## src/rtl/coin_pair_pkg.sv

```systemverilog
package coin_pair_pkg;

  typedef enum logic [2:0] {
    ST_START   = 3'd0,
    ST_FIRST_H = 3'd1,
    ST_FIRST_T = 3'd2,
    ST_PAIR_HH = 3'd3,
    ST_PAIR_TT = 3'd4,
    ST_PAIR_MX = 3'd5
  } pair_state_e;

  function automatic logic is_pair_done(pair_state_e s);
    return (s == ST_PAIR_HH) || (s == ST_PAIR_TT) || (s == ST_PAIR_MX);
  endfunction

endpackage

```

## src/rtl/coin_pair_fsm.sv

```systemverilog
module coin_pair_fsm
  import coin_pair_pkg::*;
(
  input  logic        clk,
  input  logic        rst_n,
  input  logic        toss_vld,
  input  logic        toss_face,
  output pair_state_e state_q
);

  pair_state_e state_d;

  always_comb begin
    state_d = state_q;
    if (toss_vld) begin
      unique case (state_q)
        ST_FIRST_H: state_d = toss_face ? ST_PAIR_HH : ST_PAIR_MX;
        ST_FIRST_T: state_d = toss_face ? ST_PAIR_MX : ST_PAIR_TT;
        default:    state_d = toss_face ? ST_FIRST_H : ST_FIRST_T;
      endcase
    end
  end

  always_ff @(posedge clk or negedge rst_n) begin
    if (!rst_n) begin
      state_q <= ST_START;
    end else if (toss_vld) begin
      state_q <= state_d;
    end
  end

  // no movement without a strobe
  p_hold_idle_r7: assert property (@(posedge clk) disable iff (!rst_n)
    !toss_vld |=> $stable(state_q));

  // head after a first head completes a heads pair
  p_heads_pair_r2: assert property (@(posedge clk) disable iff (!rst_n)
    (toss_vld && toss_face && state_q == ST_FIRST_H) |=> state_q == ST_PAIR_HH);

  // tail after a first tail completes a tails pair
  p_tails_pair_r3: assert property (@(posedge clk) disable iff (!rst_n)
    (toss_vld && !toss_face && state_q == ST_FIRST_T) |=> state_q == ST_PAIR_TT);

  // toss after a completed pair opens the next pair
  p_reopen_r6: assert property (@(posedge clk) disable iff (!rst_n)
    (toss_vld && is_pair_done(state_q)) |=>
      (state_q == ST_FIRST_H || state_q == ST_FIRST_T));

endmodule

```

## src/rtl/coin_pair_decode.sv

```systemverilog
module coin_pair_decode
  import coin_pair_pkg::*;
(
  input  logic        clk,
  input  logic        rst_n,
  input  logic        toss_vld,
  input  pair_state_e state_q,
  output logic        pair_heads,
  output logic        pair_tails
);

  always_comb begin
    pair_heads = (state_q == ST_PAIR_HH);
    pair_tails = (state_q == ST_PAIR_TT);
  end

  // flags mutually exclusive
  p_flags_excl_r8: assert property (@(posedge clk) disable iff (!rst_n)
    !(pair_heads && pair_tails));

  // any toss after a completed pair clears both flags
  p_clear_r5: assert property (@(posedge clk) disable iff (!rst_n)
    (toss_vld && is_pair_done(state_q)) |=> (!pair_heads && !pair_tails));

endmodule

```

## src/rtl/coin_pair_detector.sv

```systemverilog
module coin_pair_detector
  import coin_pair_pkg::*;
(
  input  logic clk,
  input  logic rst_n,
  input  logic toss_vld,
  input  logic toss_face,
  output logic pair_heads,
  output logic pair_tails
);

  pair_state_e state_q;

  coin_pair_fsm u_fsm (
    .clk       (clk),
    .rst_n     (rst_n),
    .toss_vld  (toss_vld),
    .toss_face (toss_face),
    .state_q   (state_q)
  );

  coin_pair_decode u_dec (
    .clk        (clk),
    .rst_n      (rst_n),
    .toss_vld   (toss_vld),
    .state_q    (state_q),
    .pair_heads (pair_heads),
    .pair_tails (pair_tails)
  );

endmodule

```

## config.mk

```make
export PLATFORM = sky130hd
export DESIGN_NAME = coin_pair_detector
export DESIGN_NICKNAME = d
export VERILOG_FILES = /design/src/rtl/coin_pair_pkg.sv /design/src/rtl/coin_pair_fsm.sv /design/src/rtl/coin_pair_decode.sv /design/src/rtl/coin_pair_detector.sv
export SDC_FILE = /design/constraint.sdc
export NUM_CORES = 1
export LEC_CHECK = 0
export ABC_AREA = 1
export BUFFER_PORTS_ARGS = -buffer_cell sky130_fd_sc_hd__buf_2
export CORE_AREA = 2 2 39 41
export DETAILED_ROUTE_END_ITERATION = 12
export DIE_AREA = 0 0 41 43
export PLACE_DENSITY = 0.3
export SLEW_MARGIN = 20
export SYNTH_ARGS = -nofsm -noshare
export SYNTH_HDL_FRONTEND = slang
export SYNTH_SLANG_ARGS = --single-unit
export TNS_END_PERCENT = 30
```

## constraint.sdc

```tcl
create_clock -name clk -period 1 [get_ports clk]
set_input_delay 0.2 -clock clk [delete_from_list [all_inputs] [get_ports clk]]
set_output_delay 0.2 -clock clk [all_outputs]
set_load 0.02 [all_outputs]
```

==> metrics.md <==
| Metric | Value |
|---|---|
| CP bufs+invs | 1 |
| Pint | 0.413 mW |
| Post-layout power | 0.643 mW |
| Clk pwr share | 0.327 |
| RSZ-0062 raised after global routing | true |
| CP Capture Type | primary output |
| Fin util | 0.210 |
| Largest net degree at the start of global routing | 5 |
| IO Port Bufs | 5 |
| Num CTS Buffers | 3 |
| Crit path DAT | 1010 ps |
| Biggest registers after layout | u_fsm.state_q (3) |
| Io pins | 6 |
| CTS sink count | 3 |
| # diodes | 0 |
| CTS Buffer Depth | 2 |
| H-tree depth | 1 |
| Largest register FFs | 3 |
| Leak | 0.156 nW |
| Crit path kind | reg -> out |
| Core Rows | 14 |
| Drc violations | 0 |
| Hold Crit Depth | 2 |
| Vias | 193 |
| Area delta synth->final | 69.3% |
| Die Y | 43 microns |
| Clk root buf | clkbuf_4 |
| Crit share post-route | 1.21 |
| Nets | 43 |
| Status | finished with violations |
| Drt first pass iters | 2 |
| Register-to-Register Path Depth | 7 |
| Core Region | 0.00138 sq mm |
| CP delay by family, top | flip-flops |
| Post-DR vias/cell | 3.57 |
| DP HPWL | 313 microns |
| Post-synth net total | 29 |
| Multi-input gate area | 87.6 sq um |
| Iter 0 DRT Violations | 3 |
| Mapped Cells | 25 |
| Critical path's slowest cell | dfrtp_1 |
| Stages on the worst setup path | 2 |
| Clock slew at reported path FFs | 40 ps |
| Worst-path fanout max | 3 |
| Drt wl/cell | 8.56 microns |
| Placer Congestion | 0.672 |
| Failing checks | negative setup slack |
| Initial Util | 0.124 |
| CTS tree | yes |
| Worst EP required | 800 ps |
| Clock Latency Late Sink | 230 ps |
| Vias in the first global route | 192 |
| Worst hold slack | 226 ps |
| Final Skew | 1.21 ps |
| Sw Share | 0.357 |
| Die Footprint | 0.00176 sq mm |
| Total track usage | 0.0673 |
| Most frequent cells in the layout | 8 x nand2_1, 5 x buf_4 |
| Worst-path cell chain | nor3_2 > buf_4 |
| Sequential area share after synthesis | 0.438 |
| Max-capacitance violation count | 0 |
| Antenna Violating Nets Remaining | 0 |
| Avg Cell Area, Syn | 6.86 sq um |
| Worst Tran Pin Value | 169 ps |
| First-pass GRT wire length | 717 microns |
| Switching pwr | 0.230 mW |
| Horiz. Die Dim | 41 microns |
| Initial antenna violation count | 0 |
| CP max stage delay | 400 ps |
| Final slew viol count | 0 |
| Max rail drop VDD | 882 uV |
| Logic pwr share | 0.375 |
| Rel. slew slack | 0.887 |
| Crit start category | flop |
| Most common cell after layout, fill and taps aside | nand2_1 |
| Share of cells above drive strength 1 | 0.447 |
| Power Density | 2220 mW/mm^2 |
| Setup WS post-layout | -210 ps |
| Cell variety after synth | 10 |
| # fillers | 162 |
| Most flops, register | u_fsm.state_q |
| Hold Vio Cnt, Final | 0 |
| Final min period | 1210 ps |
| Reg area | 75.1 sq um |
| Final WL | 462 microns |
| FMAX | 826 MHz |
| Reg-to-reg slack, setup | -50 ps |
| Synthesis-stage register bit count | 3 |
| Final setup fails | 4 |
| Sequential power share | 0.298 |
| Ys Warns | 0 |
| Grt ovf | 0 |
| Post-Syn Area | 171 sq um |
| HP Class | in -> reg |
-- per-stage QoR --
step / instances / setup WS [ps] / setup TNS (ps) / instance area [sq um]
after floorplan: 25 / -109 / -109 / 176
after global placement: 46 / 25.2 / 0 / 221
after detailed placement: 46 / 4.36 / 0 / 221
after CTS: 53 / -191 / -399 / 283
after global routing: 54 / -259 / -756 / 290
final: 54 / -210 / -479 / 290
-- kinds of logic (layout without fill, tap and decap cells) --
family / count (synthesis) / in the layout / share of synthesized area
and+or+nand+nor: 15 / 15 / 0.387
buffers and inverters: 5 / 18 / 0.109
DFF: 3 / 3 / 0.438
AOI/OAI and AO/OA: 2 / 2 / 0.0657
-- layout make-up --
class / count / share of cell area
tap: 16 / 0.0690
clock buffer: 4 / 0.0905
multi-input combinational: 17 / 0.302
timing repair buffer: 9 / 0.216
inverter: 5 / 0.0647
sequential: 3 / 0.259
-- power by group through the flow --
stage          combinational [mW]  clock, mW  sequential (mW)
5_1_grt                     0.268      0.233            0.196
3_5_place_dp                0.175          0            0.191
4_1_cts                     0.224      0.224            0.192
3_3_place_gp                0.172          0            0.191
2_1_floorplan               0.131          0            0.183
6_report                    0.241      0.210            0.191
-- synth_stat cells, drive strengths merged --
cell,n,area share
dfrtp,3,0.44
nand3,2,0.088
nand2,8,0.18
nor3,2,0.058
a31oi,1,0.037
o21ai,1,0.029
nor2,3,0.066
inv,5,0.11
-- path summary, 6_finish.rpt --
path,from,to
worst max-delay path,u_fsm.state_q[2]$_DFFE_PN0P_,pair_heads
worst min-delay path,toss_vld,u_fsm.state_q[0]$_DFFE_PN0P_
worst max register to register,u_fsm.state_q[0]$_DFFE_PN0P_,u_fsm.state_q[1]$_DFFE_PN0P_
worst min register to register,u_fsm.state_q[2]$_DFFE_PN0P_,u_fsm.state_q[2]$_DFFE_PN0P_
max in group asynchronous,rst_n,u_fsm.state_q[0]$_DFFE_PN0P_
min in group asynchronous,rst_n,u_fsm.state_q[1]$_DFFE_PN0P_
-- worst register-to-register path, delay by kind of cell, from the launching register on --
| kind | cells | cell delay (ps) |
|---|---|---|
| buffers and inverters | 2 | 220 |
| flip-flops | 1 | 380 |
| AND/OR/NAND/NOR | 5 | 340 |
-- routing by layer --
metal,wire length [microns],up-vias,global-route usage
li1,-,104,-
met1,202,85,0.0710
met2,237,4,0.0844
met3,22,0,0.0314
met4,0,0,0.0800
met5,0,-,0
-- timing repair --
| item | 4_1_cts | 5_1_grt |
|---|---|---|
| endpoints found under the hold margin | 3 | 0 |
| pin swaps | 1 | 1 |
| buffers inserted | 2 | 1 |
| endpoints found under the setup margin | 2 | 5 |
| hold buffers | 1 | 0 |
| resized for setup | 5 | 0 |
No activity file was read; power rests on OpenSTA's default activity.
